==> config.mk <==
export PLATFORM = sky130hd
export DESIGN_NAME = uart_dma_pair
export DESIGN_NICKNAME = d
export VERILOG_FILES = /design/src/rtl/udma_pkg.sv /design/src/rtl/udma_engine.sv /design/src/rtl/udma_arb.sv /design/src/rtl/udma_hold.sv /design/src/rtl/uart_dma_pair.sv
export SDC_FILE = /design/constraint.sdc
export NUM_CORES = 1
export LEC_CHECK = 0
export BUFFER_PORTS_ARGS = -buffer_cell sky130_fd_sc_hd__buf_2
export CORE_MARGIN = 3
export CORE_UTILIZATION = 51
export CTS_CLUSTER_SIZE = 25
export DETAILED_ROUTE_END_ITERATION = 10
export PLACE_DENSITY = 0.78
export SLEW_MARGIN = 10
export SYNTH_ARGS = -nofsm -noshare
export SYNTH_HDL_FRONTEND = slang
export SYNTH_SLANG_ARGS = --single-unit
==> constraint.sdc <==
create_clock -name clk -period 3.9 [get_ports clk]
set_clock_uncertainty 0.05 [all_clocks]
set_input_delay 0.585 -clock clk [delete_from_list [all_inputs] [get_ports clk]]
set_output_delay 0.585 -clock clk [all_outputs]
set_load 0.1 [all_outputs]
==> src/rtl/udma_pkg.sv <==
package udma_pkg;

  typedef enum logic [1:0] {
    SZ_BYTE = 2'd0,
    SZ_HALF = 2'd1,
    SZ_WORD = 2'd2
  } unit_size_e;

  typedef enum logic [1:0] {
    ENG_IDLE = 2'd0,
    ENG_WAIT = 2'd1,
    ENG_RUN  = 2'd2
  } eng_state_e;

  function automatic unit_size_e size_from_code(input logic [1:0] code);
    case (code)
      2'd0:    return SZ_BYTE;
      2'd1:    return SZ_HALF;
      default: return SZ_WORD;
    endcase
  endfunction

  function automatic logic [2:0] size_step(input unit_size_e sz);
    case (sz)
      SZ_BYTE: return 3'd1;
      SZ_HALF: return 3'd2;
      default: return 3'd4;
    endcase
  endfunction

endpackage

==> src/rtl/udma_engine.sv <==
module udma_engine
  import udma_pkg::*;
#(
  parameter int AW        = 16,
  parameter int CW        = 8,
  parameter bit IS_WRITER = 1'b0
) (
  input  logic          clk,
  input  logic          rst_n,
  input  logic          cfg_we,
  input  logic [AW-1:0] cfg_addr,
  input  logic [CW-1:0] cfg_count,
  input  logic [1:0]    cfg_width,
  input  logic          cfg_to_uart,
  input  logic          cfg_burst,
  input  logic          cfg_pair,
  input  logic          uart_req,
  input  logic          hold_full,
  input  logic          xfer,
  output logic          want,
  output logic          hold_bus,
  output logic [AW-1:0] addr,
  output unit_size_e    size,
  output logic          wr,
  output logic          paired,
  output logic          done
);

  eng_state_e    st_q, st_d;
  logic [AW-1:0] addr_q, addr_d;
  logic [CW-1:0] cnt_q, cnt_d;
  logic          started_q, started_d;
  logic          done_q, done_d;
  logic          load;

  unit_size_e    size_q;
  logic          to_uart_q, burst_q, pair_q;

  logic          trig;

  // Paired role waits on the holding flag; fly-by waits on the UART.
  assign trig = pair_q ? (IS_WRITER ? hold_full : !hold_full) : uart_req;

  always_comb begin
    st_d      = st_q;
    addr_d    = addr_q;
    cnt_d     = cnt_q;
    started_d = started_q;
    done_d    = 1'b0;
    load      = 1'b0;
    case (st_q)
      ENG_IDLE: begin
        if (cfg_we && (cfg_count != '0)) begin
          load   = 1'b1;
          addr_d = cfg_addr;
          cnt_d  = cfg_count;
          st_d   = ENG_WAIT;
        end
      end
      ENG_WAIT: begin
        if (trig) st_d = ENG_RUN;
      end
      ENG_RUN: begin
        if (xfer) begin
          addr_d    = addr_q + AW'(size_step(size_q));
          cnt_d     = cnt_q - 1'b1;
          started_d = 1'b1;
          if (cnt_q == CW'(1)) begin
            st_d      = ENG_IDLE;
            done_d    = 1'b1;
            started_d = 1'b0;
          end else if (burst_q && !pair_q) begin
            st_d = ENG_RUN;
          end else begin
            st_d      = ENG_WAIT;
            started_d = 1'b0;
          end
        end
      end
      default: st_d = ENG_IDLE;
    endcase
  end

  always_ff @(posedge clk or negedge rst_n) begin
    if (!rst_n) begin
      st_q      <= ENG_IDLE;
      addr_q    <= '0;
      cnt_q     <= '0;
      started_q <= 1'b0;
      done_q    <= 1'b0;
    end else begin
      st_q      <= st_d;
      addr_q    <= addr_d;
      cnt_q     <= cnt_d;
      started_q <= started_d;
      done_q    <= done_d;
    end
  end

  always_ff @(posedge clk or negedge rst_n) begin
    if (!rst_n) begin
      size_q    <= SZ_BYTE;
      to_uart_q <= 1'b0;
      burst_q   <= 1'b0;
      pair_q    <= 1'b0;
    end else if (load) begin
      size_q    <= size_from_code(cfg_width);
      to_uart_q <= cfg_to_uart;
      burst_q   <= cfg_burst;
      pair_q    <= cfg_pair;
    end
  end

  assign want     = (st_q == ENG_RUN);
  assign hold_bus = started_q;
  assign addr     = addr_q;
  assign size     = size_q;
  assign wr       = pair_q ? IS_WRITER : !to_uart_q;
  assign paired   = pair_q;
  assign done     = done_q;

endmodule

==> src/rtl/udma_arb.sv <==
module udma_arb (
  input  logic       clk,
  input  logic       rst_n,
  input  logic [1:0] want,
  input  logic [1:0] hold_bus,
  input  logic       gnt,
  output logic       sel,
  output logic       req
);

  logic pend_q, pend_d;
  logic pend_sel_q, pend_sel_d;

  always_comb begin
    if (pend_q)           sel = pend_sel_q;
    else if (hold_bus[0]) sel = 1'b0;
    else if (hold_bus[1]) sel = 1'b1;
    else if (want[0])     sel = 1'b0;
    else                  sel = 1'b1;
    req        = want[sel];
    pend_d     = req && !gnt;
    pend_sel_d = sel;
  end

  always_ff @(posedge clk or negedge rst_n) begin
    if (!rst_n) begin
      pend_q     <= 1'b0;
      pend_sel_q <= 1'b0;
    end else begin
      pend_q     <= pend_d;
      pend_sel_q <= pend_sel_d;
    end
  end

endmodule

==> src/rtl/udma_hold.sv <==
module udma_hold #(
  parameter int DW = 32
) (
  input  logic          clk,
  input  logic          rst_n,
  input  logic          fill,
  input  logic          drain,
  input  logic [DW-1:0] din,
  output logic [DW-1:0] dout,
  output logic          full
);

  logic [DW-1:0] data_q;
  logic          full_q, full_d;

  always_comb begin
    full_d = full_q;
    if (fill)       full_d = 1'b1;
    else if (drain) full_d = 1'b0;
  end

  always_ff @(posedge clk or negedge rst_n) begin
    if (!rst_n) full_q <= 1'b0;
    else        full_q <= full_d;
  end

  always_ff @(posedge clk or negedge rst_n) begin
    if (!rst_n)    data_q <= '0;
    else if (fill) data_q <= din;
  end

  assign dout = data_q;
  assign full = full_q;

endmodule

==> src/rtl/uart_dma_pair.sv <==
module uart_dma_pair
  import udma_pkg::*;
#(
  parameter int AW = 16,
  parameter int CW = 8,
  parameter int DW = 32
) (
  input  logic          clk,
  input  logic          rst_n,
  input  logic          cfg_we,
  input  logic          cfg_sel,
  input  logic [AW-1:0] cfg_addr,
  input  logic [CW-1:0] cfg_count,
  input  logic [1:0]    cfg_width,
  input  logic          cfg_to_uart,
  input  logic          cfg_burst,
  input  logic          cfg_pair,
  input  logic [1:0]    uart_req,
  output logic [1:0]    uart_ack,
  input  logic [DW-1:0] uart_rx_data0,
  input  logic [DW-1:0] uart_rx_data1,
  output logic [DW-1:0] uart_tx_data,
  output logic          mem_req,
  input  logic          mem_gnt,
  output logic          mem_we,
  output logic [AW-1:0] mem_addr,
  output logic [1:0]    mem_size,
  output logic [DW-1:0] mem_wdata,
  input  logic [DW-1:0] mem_rdata,
  output logic [1:0]    done_irq
);

  localparam int NENG = 2;

  logic [1:0] rst_pipe_q;
  logic       rst_sync_n;

  always_ff @(posedge clk or negedge rst_n) begin
    if (!rst_n) rst_pipe_q <= '0;
    else        rst_pipe_q <= {rst_pipe_q[0], 1'b1};
  end
  assign rst_sync_n = rst_pipe_q[1];

  logic [NENG-1:0] eng_want, eng_hold, eng_wr, eng_pair, eng_done, eng_xfer;
  logic [AW-1:0]   eng_addr [NENG];
  unit_size_e      eng_size [NENG];
  logic            arb_sel;
  logic            hold_full;
  logic [DW-1:0]   hold_dout;

  for (genvar i = 0; i < NENG; i++) begin : g_eng
    udma_engine #(
      .AW(AW), .CW(CW), .IS_WRITER(i == 1)
    ) u_eng (
      .clk        (clk),
      .rst_n      (rst_sync_n),
      .cfg_we     (cfg_we && (cfg_sel == 1'(i))),
      .cfg_addr   (cfg_addr),
      .cfg_count  (cfg_count),
      .cfg_width  (cfg_width),
      .cfg_to_uart(cfg_to_uart),
      .cfg_burst  (cfg_burst),
      .cfg_pair   (cfg_pair),
      .uart_req   (uart_req[i]),
      .hold_full  (hold_full),
      .xfer       (eng_xfer[i]),
      .want       (eng_want[i]),
      .hold_bus   (eng_hold[i]),
      .addr       (eng_addr[i]),
      .size       (eng_size[i]),
      .wr         (eng_wr[i]),
      .paired     (eng_pair[i]),
      .done       (eng_done[i])
    );
    assign eng_xfer[i] = mem_req && mem_gnt && (arb_sel == 1'(i));
    assign uart_ack[i] = eng_xfer[i] && !eng_pair[i];
  end

  udma_arb u_arb (
    .clk     (clk),
    .rst_n   (rst_sync_n),
    .want    (eng_want),
    .hold_bus(eng_hold),
    .gnt     (mem_gnt),
    .sel     (arb_sel),
    .req     (mem_req)
  );

  udma_hold #(.DW(DW)) u_hold (
    .clk  (clk),
    .rst_n(rst_sync_n),
    .fill (eng_xfer[0] && eng_pair[0]),
    .drain(eng_xfer[1] && eng_pair[1]),
    .din  (mem_rdata),
    .dout (hold_dout),
    .full (hold_full)
  );

  assign mem_addr     = eng_addr[arb_sel];
  assign mem_size     = eng_size[arb_sel];
  assign mem_we       = eng_wr[arb_sel];
  assign mem_wdata    = eng_pair[arb_sel] ? hold_dout
                      : (arb_sel ? uart_rx_data1 : uart_rx_data0);
  assign uart_tx_data = mem_rdata;
  assign done_irq     = eng_done;

endmodule

==> run_results.csv, run 1 <==
group,metric,value,unit
cells_and_area,most-common-layout-cells,"192 x sky130_fd_sc_hd__buf_2, 151 x sky130_fd_sc_hd__nand2_1, 102 x sky130_fd_sc_hd__dfrtp_1",
worst_setup_path,worstSetupStartpointType,"flip-flop",
sta,grt_setup_unrepaired,"false",
sta,report.final.setup_viol,0,
sta,fmax,277,MHz
cts,clk_transition_reported_paths,0.07,ns
cts,clock_sinks,103,
grt,first_global_vias,6135,
grt,grt_pass1_wl,31900,um
cts,worst_skew_pair.late_latency,0.35,ns
placed_design,dpl_cell_area,8060,sq um
cts,cts_root_buffer,"sky130_fd_sc_hd__clkbuf_16",
synth,synth_nets,913,
placed_design,hpwlAfterDp,15000,um
worst_setup_path,cp.required,3.26,ns
sta,period_share,92.6,%
placed_design,gp_congestion,0.958,
hold_path,holdCritPathClass,"reg2reg",
worst_setup_path,cp-startpoint,"g_eng[0].u_eng.st_q[0]",
worst_setup_path,worst-endpoint-arrival,2.98,ns
drt,drt_wl_total,20000,um
worst_setup_path,reg2reg_from,"g_eng[0].u_eng.st_q[0]",
cts,cts_hold_repair.buffers,1,
synth,syn-mean-instance-area,8.36,sq um
synth,ys_seq_elements,103,
synth,synthesis.instances,769,
synth,seq_area_frac_synth,40.1,%
drt,dr.first_iter.drc_count,668,
sta,timing_hold_violations_final,0,
grt,grt_antenna_before_repair,0,
synth,number_of_library_cell_types_mapped_by_synthesis,65,
cells_and_area,fillerInstances,1009,
cts,h-tree-depth,3,
die,placementRows,40,
drt,remaining_drc_errors,0,
outcome,run_status,"completed",
sta,worst_slew_pin_slew,1.09,ns
die,die_h,118,um
die,design.die.area,14000,sq um
sta,finalWorstPathRequiredPeriod,3.61,ns
sta,finalMaxSlewViolations,0,
cells_and_area,design_area_final,8340,sq um
cts,post_cts_buffers,0,
cells_and_area,synthToLayoutAreaGrowth,29.8,%
cts,cts_buffer_depth,2,
synth,synth-main-ff-cell,"sky130_fd_sc_hd__dfrtp_1",
placed_design,io_buffers,219,
cells_and_area,antennaDiodeCount,0,
flow_run,maxCapViolCount,0,
die,boundaryPins,220,
grt,grt_max_degree,77,
cts,postCtsResizedCells,0,
grt,groute.usage.overall,27.9,%
grt,globalRoute.totalOverflow,0,
worst_setup_path,setup.worst_path.class,"reg2out",
drt,drt_pass1_iterations,5,
die,dieWidth,118,um
synth,ys_warn_count,0,
synth,netlist_area_before_placement,6430,sq um
cts,cts_tree,"yes",
worst_setup_path,critical_path.cell_chain,"or4b_1 > o211ai_4 > mux2i_4 > buf_12 > nor2_1 > a31oi_2 > buf_12",
drt,wl_per_cell,18.0,um
die,core_area,12200,sq um
sta,hold-worst-slack,0.294,ns
drt,via_total_after_detailed_routing,6434,
worst_setup_path,critPathMaxFanout,54,
hold_path,startpoint_of_the_lowest_slack_hold_path,"rst_pipe_q[0]",
cells_and_area,nets,1083,
worst_setup_path,cp_common_cell,"sky130_fd_sc_hd__buf_12",
synth,postSynth.asyncResetShare,100,%
die,floorplan.initialDensity,52.9,%
synth,synth-edff-count,0,
worst_setup_path,slowest_stage,"sky130_fd_sc_hd__or4b_1",
worst_setup_path,worst_setup_path_end_kind,"primary output",
cells_and_area,mostFrequentLayoutCell,"sky130_fd_sc_hd__buf_2",
cells_and_area,layout.core_utilization,68.6,%
cells_and_area,layout-drive-gt1-share,35.7,%
sta,max_slew_margin,26.6,%
drt,ant_nets,0,
drt,vias_per_cell,5.79,
cts,cts_made_buffers,9,
sta,final.setup.worst_slack,0.287,ns
worst_setup_path,cpPeakStageDelay,0.63,ns
placed_design,preCtsSetupSlack,0.648,ns
## metal layers
metal,GRT usage (%),vias to the layer above,part of all wire [%]
li1,-,3046,-
met1,36.8,3060,42
met2,46.6,281,48
met3,4.64,47,7.6
met4,9.82,0,2.6
met5,0,-,0
## critical path: cells and delay by family, from the launching register on
family	cells	cell delay [ns]
and+or+nand+nor	2	0.73
muxes	1	0.51
DFF	1	0.46
buffers and inverters	2	0.55
AOI/OAI and AO/OA	2	0.37
## stage by stage
| stage | instances | setup TNS (ns) |
|---|---|---|
| 2_1_floorplan | 769 | -1.57 |
| 5_1_grt | 1112 | 0 |
| 3_3_place_gp | 1095 | 0 |
| 4_1_cts | 1112 | 0 |
| 6_report | 1112 | 0 |
| 3_5_place_dp | 1095 | 0 |
## layout make-up
| type | count | area [sq um] | share of cell area [%] |
|---|---|---|---|
| sequential | 103 | 2580 | 30.9 |
| multi-input combinational | 575 | 3580 | 42.9 |
| tap | 168 | 210 | 2.52 |
| inverter | 13 | 48.8 | 0.585 |
| timing repair buffer | 237 | 1650 | 19.8 |
| clock inverter | 5 | 33.8 | 0.405 |
| clock buffer | 11 | 243 | 2.91 |
## Yosys cell counts, types with 2 or more instances
library cell / instances / area [sq um]
sky130_fd_sc_hd__a21oi_1: 41 / 205
sky130_fd_sc_hd__mux2_2: 38 / 428
sky130_fd_sc_hd__o2bb2ai_1: 3 / 26.3
sky130_fd_sc_hd__fa_1: 2 / 40.0
sky130_fd_sc_hd__nand2b_1: 5 / 31.3
sky130_fd_sc_hd__nor2b_1: 8 / 50.1
sky130_fd_sc_hd__o22ai_1: 20 / 125
sky130_fd_sc_hd__nor4_1: 6 / 37.5
sky130_fd_sc_hd__a31oi_1: 32 / 200
sky130_fd_sc_hd__a21o_1: 4 / 30.0
sky130_fd_sc_hd__or4b_1: 2 / 20.0
sky130_fd_sc_hd__o31ai_1: 4 / 30.0
sky130_fd_sc_hd__buf_1: 2 / 7.51
sky130_fd_sc_hd__nand4_1: 6 / 37.5
sky130_fd_sc_hd__inv_1: 12 / 45.0
sky130_fd_sc_hd__xnor2_1: 2 / 17.5
sky130_fd_sc_hd__clkbuf_1: 18 / 67.6
sky130_fd_sc_hd__nand2_1: 151 / 567
sky130_fd_sc_hd__a22oi_1: 5 / 37.5
sky130_fd_sc_hd__nor3_1: 8 / 40.0
sky130_fd_sc_hd__and3_1: 3 / 18.8
sky130_fd_sc_hd__a211oi_1: 7 / 52.6
sky130_fd_sc_hd__mux2i_1: 3 / 30.0
sky130_fd_sc_hd__nand3_1: 18 / 90.1
sky130_fd_sc_hd__buf_2: 23 / 115
sky130_fd_sc_hd__and4_1: 2 / 17.5
sky130_fd_sc_hd__buf_4: 34 / 255
sky130_fd_sc_hd__ha_1: 10 / 125
sky130_fd_sc_hd__nand3b_1: 2 / 15.0
sky130_fd_sc_hd__dfrtp_1: 103 / 2580
sky130_fd_sc_hd__o211ai_1: 3 / 22.5
sky130_fd_sc_hd__nor3b_1: 4 / 30.0
sky130_fd_sc_hd__a32oi_1: 7 / 61.3
sky130_fd_sc_hd__a311o_1: 2 / 20.0
sky130_fd_sc_hd__nor2_1: 88 / 330
sky130_fd_sc_hd__o21ai_0: 46 / 230
sky130_fd_sc_hd__o32ai_1: 7 / 61.3
sky130_fd_sc_hd__a2bb2oi_1: 4 / 35.0
sky130_fd_sc_hd__and2_1: 8 / 50.1
## path summary, 6_finish.rpt
| path | to | slack [ns] | cells past startpoint |
|---|---|---|---|
| worst max-delay path | mem_wdata[10] | 0.29 | 7 |
| worst min-delay path | rst_pipe_q[1] | 0.29 | 0 |
| worst max register to register | g_eng[1].u_eng.addr[13] | 0.95 | 9 |
| worst min register to register | rst_pipe_q[1] | 0.29 | 0 |
| max in group asynchronous | u_hold.dout[6] | 2.40 | 1 |
| min in group asynchronous | u_hold.dout[18] | 0.46 | 0 |
## sequential cells by signal, indices dropped and copies added, names as in the netlist, 4 cells and up
register           cells
g_eng.u_eng.size       4
g_eng.u_eng.addr      32
u_hold.dout           32
g_eng.u_eng.st_q       4
g_eng.u_eng.cnt_q     16
## cells by family after synthesis
family	synth area share, %
simple gates	21.2
compound gates	20.8
flops	40.1
buf+inv	7.86
mux	7.12
fa+ha+maj	2.57
xor+xnor	0.272
other cells	0.0583
Power of run 1 is left out: the tool's default activity adds up to more than one toggle a clock period on the data nets, which glitch-free logic cannot reach.
==> run 2: changes to the inputs <==
--- a/config.mk
+++ b/config.mk
@@ -6,11 +6,14 @@
 export NUM_CORES = 1
 export LEC_CHECK = 0
 export BUFFER_PORTS_ARGS = -buffer_cell sky130_fd_sc_hd__buf_2
+export CORE_ASPECT_RATIO = 1.25
 export CORE_MARGIN = 3
 export CORE_UTILIZATION = 51
 export CTS_CLUSTER_SIZE = 25
 export DETAILED_ROUTE_END_ITERATION = 10
 export PLACE_DENSITY = 0.78
+export SETUP_SLACK_MARGIN = 0.1
+export SKIP_CTS_REPAIR_TIMING = 1
 export SLEW_MARGIN = 10
 export SYNTH_ARGS = -nofsm -noshare
 export SYNTH_HDL_FRONTEND = slang
==> run_results.csv, run 2 (same netlist as run 1, synthesis figures left out) <==
group,metric,value,unit
die,design.die.area,14000,sq um
outcome,run_status,"completed",
cells_and_area,stdcell_count,1108,
sta,worst_slew_pin_slew,0.917,ns
sta,finalMaxSlewViolations,0,
worst_setup_path,cp.required,3.26,ns
worst_setup_path,worstSetupStartpointType,"flip-flop",
grt,grt_pass1_wl,32600,um
cts,h-tree-depth,3,
grt,grt_antenna_before_repair,3,
die,core_area,12200,sq um
cells_and_area,mostFrequentLayoutCell,"sky130_fd_sc_hd__buf_2",
drt,vias_per_cell,5.89,
worst_setup_path,slowest_stage,"sky130_fd_sc_hd__or4b_1",
drt,via_total_after_detailed_routing,6524,
die,boundaryPins,220,
worst_setup_path,worst_setup_path_end_kind,"primary output",
flow_run,maxCapViolCount,0,
die,dieWidth,106,um
worst_setup_path,worst_r2r_path_depth,7,
sta,grt_setup_unrepaired,"false",
cts,cts_made_buffers,9,
sta,finalWorstPathRequiredPeriod,3.69,ns
cells_and_area,layout.core_utilization,69.1,%
cts,cts_root_buffer,"sky130_fd_sc_hd__clkbuf_16",
drt,drt_pass1_iterations,5,
sta,max_slew_margin,38.5,%
cts,clk_transition_reported_paths,0.07,ns
drt,drt_wl_total,21300,um
cts,worst_skew_pair.late_latency,0.35,ns
worst_setup_path,worst-endpoint-arrival,3.05,ns
placed_design,preCtsSetupSlack,0.516,ns
hold_path,holdCritPathClass,"reg2reg",
hold_path,startpoint_of_the_lowest_slack_hold_path,"rst_pipe_q[0]",
grt,groute.usage.overall,29.6,%
cells_and_area,synthToLayoutAreaGrowth,31.2,%
sta,timing_hold_violations_final,0,
hold_path,hold-path-endpoint,"rst_pipe_q[1]",
sta,fmax,271,MHz
sta,period_share,94.5,%
grt,grt_max_degree,68,
cells_and_area,register_area,2580,sq um
placed_design,hpwlAfterDp,16200,um
cells_and_area,nets,1081,
sta,report.final.setup_viol,0,
worst_setup_path,timing.critical_path.buf_inv,2,
cells_and_area,multiInputGateArea,3590,sq um
drt,wl_per_cell,19.2,um
grt,globalRoute.totalOverflow,0,
sta,final.setup.worst_slack,0.214,ns
worst_setup_path,critical_path.cell_chain,"or4b_1 > o211ai_4 > mux2i_4 > buf_12 > nor2_1 > a31oi_2 > buf_12",
hold_path,holdPathStages,0,
cts,cts_tree,"yes",
worst_setup_path,reg2reg_from,"u_arb.pend_q",
placed_design,dp.cells,1087,
cells_and_area,most-common-layout-cells,"189 x sky130_fd_sc_hd__buf_2, 151 x sky130_fd_sc_hd__nand2_1, 102 x sky130_fd_sc_hd__dfrtp_1",
worst_setup_path,critPathMaxFanout,59,
cts,cts_buffer_depth,2,
worst_setup_path,cp_common_cell,"sky130_fd_sc_hd__buf_12",
worst_setup_path,setup.worst_path.class,"reg2out",
grt,first_global_vias,6341,
worst_setup_path,worstReg2RegEnd,"g_eng[1].u_eng.addr[6]",
cells_and_area,layout-drive-gt1-share,35.7,%
worst_setup_path,cp-startpoint,"u_arb.pend_q",
placed_design,io_buffers,219,
cts,clock_sinks,103,
die,die_h,132,um
die,floorplan.initialDensity,52.6,%
drt,dr.first_iter.drc_count,431,
worst_setup_path,cpPeakStageDelay,0.67,ns
placed_design,gp_congestion,0.966,
worst_setup_path,r2r_slack,1.25,ns
cells_and_area,fillerInstances,991,
drt,ant_nets,0,
drt,remaining_drc_errors,0,
die,placementRows,45,
worst_setup_path,critPathTopFamily,"simple AND/OR/NAND/NOR gates",
==> run 2: cell types whose count changed in the layout (fill, tap and decap cells not counted) <==
cell                        change
sky130_fd_sc_hd__buf_12         +3
sky130_fd_sc_hd__buf_2          -3
sky130_fd_sc_hd__buf_4          -3
sky130_fd_sc_hd__bufinv_16      +2
sky130_fd_sc_hd__clkbuf_1       -1
sky130_fd_sc_hd__clkinv_2       -2
sky130_fd_sc_hd__diode_2        +2
sky130_fd_sc_hd__inv_2          -1
sky130_fd_sc_hd__inv_4          +1
sky130_fd_sc_hd__inv_6          +1
sky130_fd_sc_hd__o211ai_2       +1
==> run 2: routing by layer <==
metal | routed length (um) | GRT usage, % | up-vias
li1 | - | - | 3044
met1 | 7780 | 34.5 | 3059
met2 | 10400 | 49.6 | 344
met3 | 1960 | 6.63 | 75
met4 | 1130 | 16.7 | 2
met5 | 20 | 0 | -
==> run 2: cell type report <==
type,count,area share [%]
tap,164,2.43
timing repair buffer,234,19.8
antenna,2,0.0593
clock buffer,10,2.83
clock inverter,6,1.10
multi-input combinational,576,42.5
sequential,103,30.6
inverter,13,0.608
==> run 2: how the worst max path moves through the flow <==
stage | endpoint | slack (ns) | cells after the start
CTS | mem_wdata[27] | 0.12 | 7
global placement | mem_wdata[30] | 0.61 | 7
finish | mem_wdata[27] | 0.21 | 7
global route | mem_wdata[24] | 0.11 | 7
floorplan | mem_addr[3] | -0.52 | 6
detailed placement | mem_wdata[22] | 0.52 | 7
==> run 2: per-stage QoR <==
stage / area [sq um] / hold WS, ns / setup TNS (ns)
floorplan: 6640 / 0.239 / -1.57
global route: 8440 / 0.318 / 0
global placement: 8070 / 0.288 / 0
finish: 8440 / 0.307 / 0
detailed placement: 8070 / 0.290 / 0
CTS: 8400 / -0.0517 / 0
Power of run 2 is left out for the same reason.
==> run 3: changes to the inputs <==
--- a/config.mk
+++ b/config.mk
@@ -6,7 +6,7 @@
 export NUM_CORES = 1
 export LEC_CHECK = 0
 export BUFFER_PORTS_ARGS = -buffer_cell sky130_fd_sc_hd__buf_2
-export CORE_ASPECT_RATIO = 1.25
+export CORE_ASPECT_RATIO = 1.2
 export CORE_MARGIN = 3
 export CORE_UTILIZATION = 51
 export CTS_CLUSTER_SIZE = 25
@@ -14,7 +14,7 @@
 export PLACE_DENSITY = 0.78
 export SETUP_SLACK_MARGIN = 0.1
 export SKIP_CTS_REPAIR_TIMING = 1
-export SLEW_MARGIN = 10
+export SLEW_MARGIN = 20
 export SYNTH_ARGS = -nofsm -noshare
 export SYNTH_HDL_FRONTEND = slang
 export SYNTH_SLANG_ARGS = --single-unit
==> run_results.csv, run 3 (same netlist as run 1, synthesis figures left out) <==
group,metric,value,unit
sta,worst_slew_pin_slew,0.917,ns
drt,drt_pass1_iterations,5,
cts,clock_sinks,103,
worst_setup_path,critPathMaxFanout,60,
cells_and_area,nets,1081,
cells_and_area,design_area_final,8420,sq um
worst_setup_path,worst-endpoint-arrival,2.90,ns
sta,report.final.setup_viol,0,
sta,timing_hold_violations_final,0,
placed_design,hpwlAfterDp,16000,um
placed_design,io_buffers,219,
sta,max_slew_margin,38.5,%
die,dieWidth,109,um
sta,finalWorstPathRequiredPeriod,3.53,ns
sta,period_share,90.5,%
drt,vias_per_cell,5.91,
placed_design,gp_congestion,0.931,
drt,dr.first_iter.drc_count,605,
grt,grt_antenna_before_repair,5,
worst_setup_path,worstSetupStartpointType,"flip-flop",
cts,clk_transition_reported_paths,0.07,ns
worst_setup_path,setup.worst_path.class,"reg2out",
cells_and_area,fillerInstances,991,
cells_and_area,synthToLayoutAreaGrowth,31.0,%
cts,cts_root_buffer,"sky130_fd_sc_hd__clkbuf_16",
drt,wl_per_cell,18.9,um
drt,remaining_drc_errors,0,
drt,ant_nets,0,
flow_run,maxCapViolCount,0,
die,placementRows,44,
drt,drt_wl_total,20900,um
cts,cts_made_buffers,9,
worst_setup_path,critical_path.cell_chain,"or4b_1 > o211ai_4 > mux2i_4 > buf_12 > nor2_1 > a31oi_2 > buf_12",
cts,h-tree-depth,3,
die,core_area,12200,sq um
worst_setup_path,cpPeakStageDelay,0.64,ns
die,boundaryPins,220,
worst_setup_path,slowest_stage,"sky130_fd_sc_hd__or4b_1",
sta,finalMaxSlewViolations,0,
die,die_h,129,um
placed_design,dpl_cell_area,8090,sq um
grt,grt_pass1_wl,32100,um
hold_path,holdCritPathClass,"reg2reg",
sta,grt_setup_unrepaired,"false",
sta,fmax,283,MHz
grt,grt_max_degree,61,
die,floorplan.initialDensity,52.6,%
grt,globalRoute.totalOverflow,0,
cts,cts_tree,"yes",
worst_setup_path,cp_common_cell,"sky130_fd_sc_hd__buf_12",
cells_and_area,mostFrequentLayoutCell,"sky130_fd_sc_hd__buf_2",
drt,via_total_after_detailed_routing,6538,
cells_and_area,most-common-layout-cells,"188 x sky130_fd_sc_hd__buf_2, 151 x sky130_fd_sc_hd__nand2_1, 102 x sky130_fd_sc_hd__dfrtp_1",
worst_setup_path,worst_setup_path_end_kind,"primary output",
grt,groute.usage.overall,29.7,%
grt,first_global_vias,6250,
die,design.die.area,14000,sq um
cts,cts_buffer_depth,2,
cells_and_area,layout-drive-gt1-share,35.6,%
worst_setup_path,cp.required,3.26,ns
cts,worst_skew_pair.late_latency,0.35,ns
outcome,run_status,"completed",
## run 3: layer usage
layer / GRT usage, % / wire length (um)
met5: 0 / 21
met4: 16.2 / 1060
met3: 8.43 / 2210
met2: 48.5 / 9940
met1: 35.4 / 7680
## run 3: cell type report
class | count | area, sq um | share of cell area [%]
clock inverter | 4 | 53.8 | 0.639
timing repair buffer | 235 | 1700 | 20.1
multi-input combinational | 575 | 3580 | 42.5
sequential | 103 | 2580 | 30.6
antenna | 3 | 7.51 | 0.0891
tap | 161 | 201 | 2.39
inverter | 13 | 48.8 | 0.579
clock buffer | 12 | 256 | 3.05
## run 3: per-stage QoR
step                      utilization (%)  hold slack (ns)  worst slack (ns)  instances  setup TNS, ns
after global placement               66.2            0.286             0.799       1086              0
after detailed placement             66.2            0.286             0.735       1086              0
after global routing                 68.9            0.318             0.223       1106              0
after floorplan                         -            0.239            -0.523        769          -1.57
after CTS                            68.8          -0.0500             0.355       1102              0
final                                68.9            0.312             0.370       1106              0
## run 3: path summary, 6_finish.rpt
check | startpoint | endpoint | slack [ns] | cells after the start
setup / recovery | g_eng[0].u_eng.st_q[0] | mem_wdata[3] | 0.37 | 7
max in group asynchronous | rst_pipe_q[1] | g_eng[1].u_eng.addr[0] | 2.60 | 1
min in group asynchronous | rst_pipe_q[1] | u_hold.dout[20] | 0.38 | 0
hold / removal | rst_pipe_q[0] | rst_pipe_q[1] | 0.31 | 0
hold reg to reg | rst_pipe_q[0] | rst_pipe_q[1] | 0.31 | 0
setup reg to reg | g_eng[0].u_eng.st_q[0] | g_eng[1].u_eng.addr[6] | 1.39 | 7
## run 3: critical path: cells and delay by family, from the launching register on
kind                   cells  cell delay (ns)
buffers and inverters      2             0.55
DFF                        1             0.45
muxes                      1             0.38
AOI/OAI and AO/OA          2             0.40
and+or+nand+nor            2             0.75
Power of run 3 is left out for the same reason.
